File: config.mk
export PLATFORM = sky130hd
export DESIGN_NAME = stc_dispatcher
export DESIGN_NICKNAME = d
export VERILOG_FILES = /design/src/rtl/stc_pkg.sv /design/src/rtl/stc_arg_decode.sv /design/src/rtl/stc_answer_fmt.sv /design/src/rtl/stc_dispatcher.sv
export SDC_FILE = /design/constraint.sdc
export NUM_CORES = 1
export LEC_CHECK = 0
export ABC_AREA = 1
export BUFFER_PORTS_ARGS = -buffer_cell sky130_fd_sc_hd__buf_2
export CORE_MARGIN = 4
export CORE_UTILIZATION = 59
export CTS_CLUSTER_SIZE = 14
export DETAILED_ROUTE_END_ITERATION = 12
export PLACE_DENSITY_LB_ADDON = 0.1
export SYNTH_ARGS = -nofsm -noshare
export SYNTH_HDL_FRONTEND = slang
export SYNTH_SLANG_ARGS = --single-unit
File: constraint.sdc
create_clock -name clk -period 4.3 [get_ports clk]
set_clock_uncertainty 0.1 [all_clocks]
set_input_delay 0.86 -clock clk [delete_from_list [all_inputs] [get_ports clk]]
set_output_delay 0.86 -clock clk [all_outputs]
set_load 0.02 [all_outputs]
File: src/rtl/stc_pkg.sv
package stc_pkg;
    localparam int BYTE_W    = 8;
    localparam int FRAME_LEN = 6;
    localparam int ARG_BYTES = FRAME_LEN - 2;
    localparam int WORD_W    = 2 * BYTE_W;
    localparam int TEST_W    = 3;
    localparam int ERR_W     = 3;
    localparam int IDX_W     = $clog2(FRAME_LEN);

    typedef logic [BYTE_W-1:0]                 byte_t;
    typedef logic [FRAME_LEN-1:0][BYTE_W-1:0]  frame_t;
    typedef logic [ARG_BYTES-1:0][BYTE_W-1:0]  arg_bytes_t;

    typedef enum logic [1:0] {
        ST_CAPTURE  = 2'd0,
        ST_DISPATCH = 2'd1,
        ST_WAIT     = 2'd2,
        ST_SEND     = 2'd3
    } stc_state_e;

    typedef enum logic [1:0] {
        KIND_NONE = 2'd0,
        KIND_IRQ  = 2'd1,
        KIND_REG  = 2'd2,
        KIND_MEM  = 2'd3
    } stc_kind_e;
endpackage

File: src/rtl/stc_arg_decode.sv
module stc_arg_decode
    import stc_pkg::*;
(
    input  logic [TEST_W-1:0] test_num,
    input  byte_t             b1,
    input  byte_t             b2,
    input  byte_t             b3,
    output stc_kind_e         kind,
    output byte_t             module_no,
    output logic [WORD_W-1:0] pattern
);
    always_comb begin
        unique case (test_num)
            3'd1:       kind = KIND_IRQ;
            3'd2, 3'd3: kind = KIND_REG;
            3'd4, 3'd5: kind = KIND_MEM;
            default:    kind = KIND_NONE;
        endcase
    end

    assign module_no = b1;

    always_comb begin
        unique case (test_num)
            3'd3:    pattern = {b1, b2};
            3'd5:    pattern = {b2, b3};
            default: pattern = '0;
        endcase
    end
endmodule

File: src/rtl/stc_answer_fmt.sv
module stc_answer_fmt
    import stc_pkg::*;
(
    input  logic [TEST_W-1:0] test_num,
    input  arg_bytes_t        echo,
    input  logic              use_result,
    input  logic [WORD_W-1:0] rdata,
    input  logic [WORD_W-1:0] addr,
    input  logic [ERR_W-1:0]  err,
    output frame_t            answer
);
    logic  fail;
    frame_t ok_frame;
    frame_t bad_frame;

    assign fail = use_result && (err != '0);

    assign ok_frame[0]           = {{(BYTE_W-TEST_W){1'b0}}, test_num};
    assign ok_frame[FRAME_LEN-1] = '0;

    for (genvar k = 0; k < ARG_BYTES; k++) begin : g_echo
        assign ok_frame[k+1] = echo[k];
    end

    assign bad_frame[0] = '0;
    assign bad_frame[1] = rdata[WORD_W-1:BYTE_W];
    assign bad_frame[2] = rdata[BYTE_W-1:0];
    assign bad_frame[3] = addr[WORD_W-1:BYTE_W];
    assign bad_frame[4] = addr[BYTE_W-1:0];
    assign bad_frame[5] = {{(BYTE_W-ERR_W){1'b0}}, err};

    assign answer = fail ? bad_frame : ok_frame;
endmodule

File: src/rtl/stc_dispatcher.sv
module stc_dispatcher
    import stc_pkg::*;
(
    input  logic              clk,
    input  logic              rst_n,
    input  logic              in_valid,
    input  logic [7:0]        in_data,
    output logic              in_ready,
    output logic              out_valid,
    output logic [7:0]        out_data,
    input  logic              out_ready,
    output logic [2:0]        test_id,
    output logic [7:0]        arg_module,
    output logic [15:0]       arg_pattern,
    output logic              reg_start,
    input  logic              reg_done,
    output logic              mem_start,
    input  logic              mem_done,
    input  logic [15:0]       res_rdata,
    input  logic [15:0]       res_addr,
    input  logic [2:0]        res_err,
    output logic              irq
);
    localparam logic [IDX_W-1:0] LAST_IDX = IDX_W'(FRAME_LEN - 1);

    typedef struct packed {
        stc_state_e        st;
        logic [IDX_W-1:0]  idx;
        logic [TEST_W-1:0] test;
        arg_bytes_t        args;
        frame_t            answer;
        logic              reg_start;
        logic              mem_start;
        logic              irq;
    } stc_regs_t;

    localparam stc_regs_t RESET_VAL = '{
        st:        ST_CAPTURE,
        idx:       '0,
        test:      '0,
        args:      '0,
        answer:    '0,
        reg_start: 1'b0,
        mem_start: 1'b0,
        irq:       1'b0
    };

    stc_regs_t         q, d;
    stc_kind_e         kind;
    logic [WORD_W-1:0] pattern;
    byte_t             module_no;
    frame_t            fmt_frame;
    logic              done_sel;

    stc_arg_decode i_decode (
        .test_num  (q.test),
        .b1        (q.args[0]),
        .b2        (q.args[1]),
        .b3        (q.args[2]),
        .kind      (kind),
        .module_no (module_no),
        .pattern   (pattern)
    );

    stc_answer_fmt i_fmt (
        .test_num   (q.test),
        .echo       (q.args),
        .use_result (q.st == ST_WAIT),
        .rdata      (res_rdata),
        .addr       (res_addr),
        .err        (res_err),
        .answer     (fmt_frame)
    );

    assign done_sel = (kind == KIND_REG) ? reg_done :
                      (kind == KIND_MEM) ? mem_done : 1'b0;

    always_comb begin
        d           = q;
        d.reg_start = 1'b0;
        d.mem_start = 1'b0;
        d.irq       = 1'b0;
        unique case (q.st)
            ST_CAPTURE: begin
                if (in_valid) begin
                    if (q.idx == '0) begin
                        d.test = in_data[TEST_W-1:0];
                    end
                    for (int k = 0; k < ARG_BYTES; k++) begin
                        if (q.idx == IDX_W'(k + 1)) begin
                            d.args[k] = in_data;
                        end
                    end
                    if (q.idx == LAST_IDX) begin
                        d.idx = '0;
                        d.st  = ST_DISPATCH;
                    end else begin
                        d.idx = q.idx + IDX_W'(1);
                    end
                end
            end
            ST_DISPATCH: begin
                unique case (kind)
                    KIND_IRQ: begin
                        d.irq    = 1'b1;
                        d.answer = fmt_frame;
                        d.st     = ST_SEND;
                    end
                    KIND_REG: begin
                        d.reg_start = 1'b1;
                        d.st        = ST_WAIT;
                    end
                    KIND_MEM: begin
                        d.mem_start = 1'b1;
                        d.st        = ST_WAIT;
                    end
                    default: d.st = ST_CAPTURE;
                endcase
            end
            ST_WAIT: begin
                if (done_sel) begin
                    d.answer = fmt_frame;
                    d.st     = ST_SEND;
                end
            end
            ST_SEND: begin
                if (out_ready) begin
                    if (q.idx == LAST_IDX) begin
                        d.idx = '0;
                        d.st  = ST_CAPTURE;
                    end else begin
                        d.idx = q.idx + IDX_W'(1);
                    end
                end
            end
            default: d = RESET_VAL;
        endcase
    end

    always_ff @(posedge clk or negedge rst_n) begin
        if (!rst_n) begin
            q <= RESET_VAL;
        end else begin
            q <= d;
        end
    end

    assign in_ready    = (q.st == ST_CAPTURE);
    assign out_valid   = (q.st == ST_SEND);
    assign out_data    = q.answer[q.idx];
    assign test_id     = q.test;
    assign arg_module  = module_no;
    assign arg_pattern = pattern;
    assign reg_start   = q.reg_start;
    assign mem_start   = q.mem_start;
    assign irq         = q.irq;
endmodule

==> flow_summary.rst <==
.. list-table::
   :header-rows: 1

   * - Metric
     - Value
   * - Initial Utilization
     - 60.7%
   * - Bufs on Longest Clock Path
     - 2
   * - Antenna diode instance count
     - 0
   * - Resized cells post-CTS
     - 0
   * - Sequential element share of the synthesized area
     - 46.3%
   * - Die Width
     - between 90 and 100 um
   * - Drt total wl
     - 11100 um
   * - Sinks on Clock Net
     - ~80
   * - Arrival time of data at the critical path endpoint
     - roughly 2100 ps
   * - TritonCTS Buffers
     - 9
   * - HP Start
     - q[5]$_DFFE_PN0P_
   * - Final Hold Viols
     - 0
   * - # Max-Cap Violations
     - 0
   * - Peak supply drop
     - around 0.33 mV
   * - Tightest Hold Check Type
     - flop to flop
   * - Avg Cell Area, Syn
     - between 7 and 8 um2
   * - Cell Area, Synth
     - 0.00438 mm2
   * - Top cells by area, synth
     - sky130_fd_sc_hd__dfrtp_1 (46%), sky130_fd_sc_hd__nand2_1 (21%), sky130_fd_sc_hd__nand3_1 (9.4%)
   * - Routed wirelength normalized by instance count
     - roughly 15 um
   * - Global route overflow
     - 0
   * - Antenna violations before repair
     - 0
   * - Hold Crit Endpoint
     - q[5]$_DFFE_PN0P_
   * - Crit share post-route
     - 71.0%
   * - CTS tree
     - done
   * - Maximum number of pins on one net before global-route repair
     - around 80
   * - R2R depth
     - 8
   * - Number of post-CTS setup repair buffers
     - 0
   * - Total iterations of the first detailed-routing run
     - 4
   * - Total of hold buffers inserted after clock tree synthesis
     - 0
   * - Net count of the mapped netlist
     - about 640
   * - Yosys top cell area share
     - roughly 46%
   * - Hold-critical path depth
     - 2
   * - Final nets
     - approximately 700
   * - Status
     - finished, final reports clean
   * - Worst-path maximum fanout
     - 14
   * - Via count of the first global-routing pass
     - around 3700
   * - Fraction of final layout cells with drive strength greater than 1
     - around a fifth
   * - Endpoint of the worst register-to-register path
     - q[13]$_DFFE_PN0P_
   * - Kind of end point of the critical path
     - output pin
   * - Clock Root Buffer
     - sky130_fd_sc_hd__clkbuf_8
   * - Slew Limit Headroom
     - a little under a quarter
   * - Yosys warns
     - 0
   * - Cell taking the most area after synthesis
     - sky130_fd_sc_hd__dfrtp_1
   * - Via count
     - 4036
   * - Worst endpoint required time
     - between 3000 and 4000 ps
   * - Flip-flop and latch count after synthesis
     - 81
   * - H-Tree Depth
     - 3
   * - Violation count after the first detailed-route iteration
     - just under 300
   * - Slew Viols, Final
     - 0
   * - I/O pins
     - slightly below 90
   * - Total design power
     - roughly 3600 uW
   * - Via count normalized by instance count
     - 5.34
   * - Antenna viol nets, final
     - 0
   * - Die height
     - between 90 and 100 um
   * - Transition time at the pin with the least slew margin
     - ~1100 ps
   * - Total Neg Setup Slack
     - 0 ps
   * - Leading cell types in the layout, fill and taps excluded
     - sky130_fd_sc_hd__nand2_1 (245), sky130_fd_sc_hd__buf_2 (87), sky130_fd_sc_hd__nand3_1 (82), sky130_fd_sc_hd__dfrtp_1 (81), sky130_fd_sc_hd__inv_1 (44)
   * - Setup repair after global routing missed its margin
     - no
   * - Post-DP HPWL
     - about 8000 um
   * - Critical Setup Path Class
     - flop to output pin
   * - Synth unique cells
     - 27
   * - Residual DRC count
     - 0
   * - Standard-cell rows
     - 31
   * - R2R Setup Slk
     - ~1500 ps
   * - Most common cell after layout, fill and taps aside
     - sky130_fd_sc_hd__nand2_1
   * - Number of endpoints failing setup at the final stage
     - 0
   * - PortBufs
     - 88
   * - Global-route usage over all layers
     - 26.4%
   * - Fmax
     - ~330 MHz
   * - Static Leakage
     - ~0.0028 uW
   * - First-pass GRT wire length
     - between 15000 and 20000 um
   * - Startpoint types
     - flop
   * - Power density over the cells
     - 731 mW/mm2
   * - Min Tclk post-route
     - 3050 ps
   * - Routability Congestion
     - between 0.9 and 1
   * - Area growth from synthesis to layout
     - 12.2%
   * - Area of the die
     - just under 0.009 mm2
   * - Worst flop-to-flop path startpoint
     - q[89]$_DFFE_PN0P_
   * - Total core area
     - 0.00721 mm2
   * - Clock latency on the worst-skew pair
     - around 360 ps
   * - Post-Syn Instances
     - slightly below 600
   * - CTS clock-pin slew for the worst setup and hold paths
     - ~90 ps
## per-layer routing
metal	global-route usage, %	routed length [um]
met1	39.7	5360
met2	38.9	5060
met3	3.53	533
met4	9.87	195
met5	0	0
## cell families after synthesis
kind of cell	Yosys count	share of synthesized area (%)
AO/OA/AOI/OAI	62	8.63
adder cells (fa/ha/maj)	3	0.857
buffers and inverters	93	10.3
flip-flops	81	46.3
AND/OR/NAND/NOR	352	33.9
## where the power goes
| group | internal, uW | switching, uW | leakage, uW |
|---|---|---|---|
| Combinational | 547 | 1150 | 0.00164 |
| Clock | 280 | 275 | 0.000102 |
| Sequential | 1070 | 263 | 0.00104 |
## stage by stage
stage	util (%)	instance area [um2]	instances	hold WS, ps	setup WS (ps)
final	68.1	4910	756	377	1250
after global routing	68.1	4910	756	393	1110
after CTS	68.1	4910	756	379	1250
after detailed placement	65.4	4720	740	360	1500
after global placement	65.4	4720	740	354	1570
after floorplan	-	4380	591	342	2080
## Yosys cell counts
cell and count:
sky130_fd_sc_hd__a21oi_1 3, sky130_fd_sc_hd__buf_4 16, sky130_fd_sc_hd__nor2_4 1, sky130_fd_sc_hd__o22ai_1 17, sky130_fd_sc_hd__ha_1 3, sky130_fd_sc_hd__nand2_1 245, sky130_fd_sc_hd__buf_6 3, sky130_fd_sc_hd__inv_1 44
sky130_fd_sc_hd__a32oi_1 3, sky130_fd_sc_hd__inv_2 6, sky130_fd_sc_hd__o21ai_0 4, sky130_fd_sc_hd__nand2_2 1, sky130_fd_sc_hd__clkinv_1 1, sky130_fd_sc_hd__clkbuf_1 7, sky130_fd_sc_hd__nand4_1 5, sky130_fd_sc_hd__o21ai_1 25
sky130_fd_sc_hd__a21boi_0 1, sky130_fd_sc_hd__nor3_4 1, sky130_fd_sc_hd__dfrtp_1 81, sky130_fd_sc_hd__nor2_1 11, sky130_fd_sc_hd__buf_2 15, sky130_fd_sc_hd__buf_1 1, sky130_fd_sc_hd__o21bai_1 1, sky130_fd_sc_hd__o21ai_2 8
sky130_fd_sc_hd__nor2_2 3, sky130_fd_sc_hd__nand3_1 82, sky130_fd_sc_hd__nand3_2 3
## flip-flops by register name, summed over array words and instances, names as in the netlist, named ones only
register	cells
q	74
test_id	3
irq	1
mem_start	1
reg_start	1
## worst max-delay path: stages, from the launching register on
cell                      delay, ps
sky130_fd_sc_hd__dfrtp_1        560
sky130_fd_sc_hd__inv_1          120
sky130_fd_sc_hd__nor2_2         530
sky130_fd_sc_hd__nand2_1        110
sky130_fd_sc_hd__nand4_1        100
sky130_fd_sc_hd__nand2_1         50
sky130_fd_sc_hd__nand2_1         90
sky130_fd_sc_hd__buf_2          160
## how the worst max path moves through the flow
stage                                      start  cells past startpoint  slack [ps]           endpoint
after floorplan           test_id[1]$_DFFE_PN0P_                      4        2080    arg_pattern[11]
after global placement                  mem_done                      7        1570  q[42]$_DFFE_PN0P_
after detailed placement       q[89]$_DFFE_PN0P_                      8        1500  q[19]$_DFFE_PN0P_
after CTS                      q[86]$_DFFE_PN0P_                      7        1250        out_data[0]
after global routing           q[86]$_DFFE_PN0P_                      7        1110        out_data[2]
final                          q[86]$_DFFE_PN0P_                      7        1250        out_data[0]
## layout make-up
class / instances / area (um2)
clock buffers: 10 / 138
clock inverters: 6 / 57.6
fillers: 657 / 2300
inverters: 51 / 191
multi-input cells: 417 / 1900
flip-flops and latches: 81 / 2030
well taps: 99 / 124
repair buffers: 92 / 473
(Power assumes the default switching activity.)
